### config.mk
export PLATFORM = sky130hd
export DESIGN_NAME = dual_timer
export DESIGN_NICKNAME = d
export VERILOG_FILES = /design/src/rtl/tmr_pkg.sv /design/src/rtl/tmr_decode.sv /design/src/rtl/tmr_channel.sv /design/src/rtl/tmr_irq_or.sv /design/src/rtl/dual_timer.sv
export SDC_FILE = /design/constraint.sdc
export NUM_CORES = 1
export LEC_CHECK = 0
export ABC_AREA = 0
export BUFFER_PORTS_ARGS = -buffer_cell sky130_fd_sc_hd__buf_2
export CAP_MARGIN = 5
export CORE_ASPECT_RATIO = 0.8
export CORE_MARGIN = 4
export CORE_UTILIZATION = 40
export CTS_CLUSTER_DIAMETER = 80
export DETAILED_ROUTE_END_ITERATION = 12
export HOLD_SLACK_MARGIN = 0.12
export PLACE_DENSITY_LB_ADDON = 0.05
export SLEW_MARGIN = 5
export SYNTH_ARGS = -nofsm -noshare
export SYNTH_HDL_FRONTEND = slang
export SYNTH_HIERARCHICAL = 1
export SYNTH_SLANG_ARGS = --single-unit
### constraint.sdc
create_clock -name clk -period 3.9 [get_ports clk]
set_input_delay 1.17 -clock clk [delete_from_list [all_inputs] [get_ports clk]]
set_output_delay 1.17 -clock clk [all_outputs]
set_load 0.005 [all_outputs]
### src/rtl/tmr_pkg.sv
package tmr_pkg;

    localparam int CTRL_W = 11;

    // Control/status layout, bit 10 first (packed MSB first).
    typedef struct packed {
        logic en_all;   // 10
        logic pwm;      // 9  stored only
        logic flag;     // 8
        logic en;       // 7
        logic ie;       // 6
        logic ld;       // 5
        logic arh;      // 4
        logic cap;      // 3  stored only
        logic gen;      // 2  stored only
        logic down;     // 1
        logic mode;     // 0  stored only
    } ctrl_t;

    typedef enum logic [1:0] {
        SLOT_CTRL = 2'd0,
        SLOT_LOAD = 2'd1,
        SLOT_CNT  = 2'd2,
        SLOT_NONE = 2'd3
    } slot_e;

    function automatic logic [CTRL_W-1:0] ctrl_bits(input ctrl_t c);
        return c;
    endfunction

endpackage

### src/rtl/tmr_decode.sv
module tmr_decode #(
    parameter int ADDR_W = 4,
    parameter int NCH    = 2
) (
    input  logic                bus_wr,
    input  logic [ADDR_W-1:0]   bus_addr,
    output logic                hit,
    output tmr_pkg::slot_e      slot,
    output logic [ADDR_W-3:0]   chan,
    output logic [NCH-1:0]      wr_ctrl,
    output logic [NCH-1:0]      wr_load
);
    import tmr_pkg::*;

    assign chan = bus_addr[ADDR_W-1:2];
    assign slot = slot_e'(bus_addr[1:0]);
    assign hit  = int'(chan) < NCH;

    for (genvar c = 0; c < NCH; c++) begin : g_sel
        logic mine;
        assign mine       = bus_wr && hit && (int'(chan) == c);
        assign wr_ctrl[c] = mine && (slot == SLOT_CTRL);
        assign wr_load[c] = mine && (slot == SLOT_LOAD);
    end
endmodule

### src/rtl/tmr_channel.sv
module tmr_channel #(
    parameter int DATA_W = 32
) (
    input  logic                clk,
    input  logic                rst,
    input  logic                wr_ctrl,
    input  logic                wr_load,
    input  logic                en_all_set,
    input  logic [DATA_W-1:0]   wdata,
    output tmr_pkg::ctrl_t      ctrl,
    output logic [DATA_W-1:0]   cnt,
    output logic [DATA_W-1:0]   load
);
    import tmr_pkg::*;

    ctrl_t             ctrl_q, ctrl_d, wctrl;
    logic [DATA_W-1:0] cnt_q, cnt_d, load_q;
    logic              running, at_limit, expire;

    assign wctrl    = ctrl_t'(wdata[CTRL_W-1:0]);
    assign running  = ctrl_q.en && !ctrl_q.ld;
    assign at_limit = ctrl_q.down ? (cnt_q == '0) : (cnt_q == '1);
    assign expire   = running && at_limit;

    always_comb begin
        cnt_d = cnt_q;
        if (wr_ctrl && wctrl.en) begin
            cnt_d = load_q;
        end else if (ctrl_q.ld) begin
            cnt_d = load_q;
        end else if (running) begin
            if (expire) cnt_d = ctrl_q.arh ? load_q : cnt_q;
            else        cnt_d = ctrl_q.down ? cnt_q - 1'b1 : cnt_q + 1'b1;
        end
    end

    always_comb begin
        ctrl_d = ctrl_q;
        if (wr_ctrl) begin
            ctrl_d      = wctrl;
            ctrl_d.flag = ctrl_q.flag & ~wctrl.flag;
        end else if (expire && !ctrl_q.arh) begin
            ctrl_d.en = 1'b0;
        end
        if (expire)     ctrl_d.flag = 1'b1;
        if (en_all_set) ctrl_d.en   = 1'b1;
    end

    always_ff @(posedge clk) begin
        if (rst) begin
            ctrl_q <= '0;
            cnt_q  <= '0;
            load_q <= '0;
        end else begin
            ctrl_q <= ctrl_d;
            cnt_q  <= cnt_d;
            if (wr_load) load_q <= wdata;
        end
    end

    assign ctrl = ctrl_q;
    assign cnt  = cnt_q;
    assign load = load_q;
endmodule

### src/rtl/tmr_irq_or.sv
module tmr_irq_or #(
    parameter int NCH = 2
) (
    input  tmr_pkg::ctrl_t [NCH-1:0] ctrl,
    output logic                     irq
);
    always_comb begin
        irq = 1'b0;
        for (int c = 0; c < NCH; c++) irq = irq | (ctrl[c].flag & ctrl[c].ie);
    end
endmodule

### src/rtl/dual_timer.sv
module dual_timer #(
    parameter int DATA_W    = 32,
    parameter int ADDR_W    = 4,
    parameter bit SINGLE_CH = 1'b0
) (
    input  logic              clk,
    input  logic              rst,
    input  logic              bus_wr,
    input  logic [ADDR_W-1:0] bus_addr,
    input  logic [DATA_W-1:0] bus_wdata,
    output logic [DATA_W-1:0] bus_rdata,
    output logic              irq
);
    import tmr_pkg::*;

    localparam int NCH = SINGLE_CH ? 1 : 2;

    logic                          hit;
    slot_e                         slot;
    logic [ADDR_W-3:0]             chan;
    logic [NCH-1:0]                wr_ctrl, wr_load;
    logic                          en_all_set;
    ctrl_t [NCH-1:0]               ch_ctrl;
    logic [NCH-1:0][DATA_W-1:0]    ch_cnt, ch_load;

    tmr_decode #(.ADDR_W(ADDR_W), .NCH(NCH)) u_dec (
        .bus_wr  (bus_wr),
        .bus_addr(bus_addr),
        .hit     (hit),
        .slot    (slot),
        .chan    (chan),
        .wr_ctrl (wr_ctrl),
        .wr_load (wr_load)
    );

    assign en_all_set = (|wr_ctrl) && bus_wdata[10];

    for (genvar c = 0; c < NCH; c++) begin : g_ch
        tmr_channel #(.DATA_W(DATA_W)) u_ch (
            .clk       (clk),
            .rst       (rst),
            .wr_ctrl   (wr_ctrl[c]),
            .wr_load   (wr_load[c]),
            .en_all_set(en_all_set),
            .wdata     (bus_wdata),
            .ctrl      (ch_ctrl[c]),
            .cnt       (ch_cnt[c]),
            .load      (ch_load[c])
        );
    end

    tmr_irq_or #(.NCH(NCH)) u_irq (
        .ctrl(ch_ctrl),
        .irq (irq)
    );

    always_comb begin
        bus_rdata = '0;
        for (int c = 0; c < NCH; c++) begin
            if (hit && int'(chan) == c) begin
                case (slot)
                    SLOT_CTRL: bus_rdata = {{(DATA_W-CTRL_W){1'b0}}, ctrl_bits(ch_ctrl[c])};
                    SLOT_LOAD: bus_rdata = ch_load[c];
                    SLOT_CNT:  bus_rdata = ch_cnt[c];
                    default:   bus_rdata = '0;
                endcase
            end
        end
    end
endmodule

==> metrics.cfg <==
[setup_path]
rrSetupSlack_ns=0.71
reg2reg_from=g_ch[0].u_ch/ctrl[1]$_SDFFE_PP0P_
rr_worst_depth=10
slowest_delay_ns=0.39
cp.buffers_inverters=3
cp_cell_sequence=buf_2, inv_1, nor2b_2, nand2_1, o221ai_1, buf_2
path_class=in -> out
cp.required_ns=2.73
start_kind=input port
cpMostUsedCell=buf_2
slowest_stage=o221ai_1
crit_arrival_ns=2.48
timing.rr.end=g_ch[0].u_ch/cnt[25]$_SDFFE_PP0P_
crit_family=simple AND/OR/NAND/NOR gates
crit_path_end_kind=primary output
crit_fanout=11

[clock_tree]
hold_buffers=0
clock_tree.buffer_depth=2
clock_sinks=150
cts-root-buf=clkbuf_16
cts.htree.levels=4
insertion_delay_ns=0.44
post_cts_buffers=0
cts.clk_slew.worst_paths_ns=0.07
cts_tree=yes
cts_buffers=17
cts_resized=0

[floorplanning]
core_sq_um=27400
die_w_microns=195
ioPinCount=72
die_h_microns=157
dieArea_sq_um=30600
start_util=0.408
rows=54

[place]
pre_cts_ws_ns=0.283
io_buffers=71
placed_area_sq_um=11900
dp_hpwl_mm=28.6
place.gp.congestion=0.874
placed_cells=1769

[yosys]
yosys.area.top_type=dfxtp_1
synth_nets=1494
synth_top_area_share=0.269
async_flop_share=0
ys_types=70
avgSynthCellArea_sq_um=8.01
synth_edf_count=0
netlist_top_cells_area=dfxtp_1, mux2i_1, ha_1
yosys_register_bits=150
yosys_warnings=6
syn-instance-count=1393
syn_area_sq_um=11200
synthFlopType=dfxtp_1
seq_area_frac_synth=0.269

[cells_and_area]
drive_above_1_share=0.148
fin_cells=1801
diodes=0
final_util=0.457
fin_area_sq_um=12500
layout.nets=1525
area_delta_synth_final_pct=12.1

[timing]
finalCriticalPeriod_ns=3.65
fin_crit_sh=0.936
setup_viol=0
tns_ns=0
max_slew_margin=0.510
fmaxAchievable_ghz=0.274
hold_slack_ns=0.482
finClkSkew_ns=0.00805
hold_viol=0
tightest_slew_ns=0.735
rsz0062_at_grt=no
fin_ws_ns=0.249
slew_violations=0

[detailed_routing]
detail-route-antenna-nets=0
drtIter0Drc=837
vias=10600
drc=0
dr.pass1.iters=5
avgViaCountPerCell=5.89
drt-wirelength-per-cell_microns=20.7
drt-total-wl_mm=37.4

[worst_hold_path]
worstHoldStart=g_ch[1].u_ch/ctrl[8]$_SDFFE_PP0P_
worstHoldPathType=reg -> reg
min_to=g_ch[1].u_ch/ctrl[8]$_SDFFE_PP0P_
min_path_cells=2

[run]
max-cap-violations=0

[pwr]
p_leak_nw=4.78
power_density_nw_per_um2=312
fin_total_pwr_mw=3.90
ir_drop_v=0.000303

[grt]
grt-ovfl-total=0
antenna_found_initial=1
use_met3=0.0370
grt_util_met1=0.347
grt-busiest-layer=met2
track_usage=0.238
grt_max_degree=62
grtUsageMet2=0.377
grt_first_pass_wirelength_mm=58.2
grt_pass1_vias=10200

[outcome]
status=finished clean

==> area by class of cell <==
class,instances,area [sq um]
Inverter,27,101
Clock inverter,14,184
Multi-Input combinational cell,1112,7560
Sequential cell,150,3000
Timing Repair Buffer,116,771
Fill cell,2831,14900
Tap cell,364,455
Clock buffer,18,429
==> power by group <==
group / internal, mW / switching, mW
combinational: 0.191 / 0.296
clock: 1.06 / 0.697
sequential: 1.58 / 0.0711
==> worst max path at each step <==
stage                           start            end  slack (ns)  depth (start not counted)
after global routing      bus_addr[3]  bus_rdata[10]        0.16                          6
after CTS                 bus_addr[3]   bus_rdata[7]        0.29                          6
after floorplan           bus_addr[1]  bus_rdata[18]        0.66                          7
after global placement    bus_addr[3]   bus_rdata[7]        0.31                          6
final                     bus_addr[3]   bus_rdata[7]        0.25                          6
after detailed placement  bus_addr[3]   bus_rdata[7]        0.28                          6
==> cells in the mapped netlist (all sizes together) (4+ instances only) <==
library cell    n
buf            59
o22ai          28
a21oi          98
mux2i         110
o211ai         18
nor2          184
nand2         145
dfxtp         150
o21a            7
a31o            4
o21ai          50
a2111oi         8
or3            10
nor2b          10
a211oi         28
ha             60
nor4           18
xnor2          36
a311oi         36
inv            27
o221ai         13
nor3b           8
nand3b          5
xor2            6
nand4b          4
and3            9
clkbuf         45
nor3           24
nand4          28
a21o           32
o21bai          4
nand3          30
a31oi          14
mux2           15
a22oi          41
==> flip-flops by register name, summed over array words and instances, names as in the netlist <==
register        cells
g_ch.u_ch/load     64
g_ch.u_ch/ctrl     22
g_ch.u_ch/cnt      64
==> cell usage in the layout, fill, tap and decap left out, types with 5 or more instances in the layout <==
cell type / instances
nor2_1: 182
dfxtp_1: 150
nand2_1: 143
mux2i_1: 110
a21oi_1: 92
buf_2: 70
ha_1: 60
a22oi_1: 41
buf_4: 40
a311oi_1: 36
xnor2_1: 36
o21ai_0: 34
a21o_1: 30
o22ai_1: 28
nand4_1: 28
nand3_1: 28
inv_1: 27
a211oi_1: 24
nor3_1: 22
nor4_1: 18
clkbuf_16: 17
mux2_2: 14
o21ai_1: 14
o221ai_1: 13
a31oi_1: 12
o211ai_1: 12
or3_1: 10
and3_1: 8
nor2b_1: 7
o21a_1: 7
a21oi_2: 6
o211ai_2: 6
xor2_1: 6
nor3b_1: 6
buf_12: 6
nand3b_1: 5
clkinv_2: 5
==> logic make-up after synthesis <==
family,after synthesis,synth area share
AO/OA/AOI/OAI,394,0.254
XOR/XNOR,42,0.0330
adder cells (fa/ha/maj),62,0.0709
buffers and inverters,131,0.0555
flip-flops,150,0.269
multiplexers,125,0.114
AND/OR/NAND/NOR,489,0.203
==> worst min-delay path, cell delays in order (launching register included) <==
cell	delay [ns]
dfxtp_1	0.33
nand2_1	0.06
a21oi_1	0.05
==> routing by layer <==
metal	vias up	share of wire	routed length, microns
li1	5237	-	-
met1	5130	0.51	18900
met2	223	0.44	16600
met3	23	0.041	1540
met4	2	0.0090	336
met5	-	0.00019	7
Note: power is estimated with default switching activity, not from simulation.
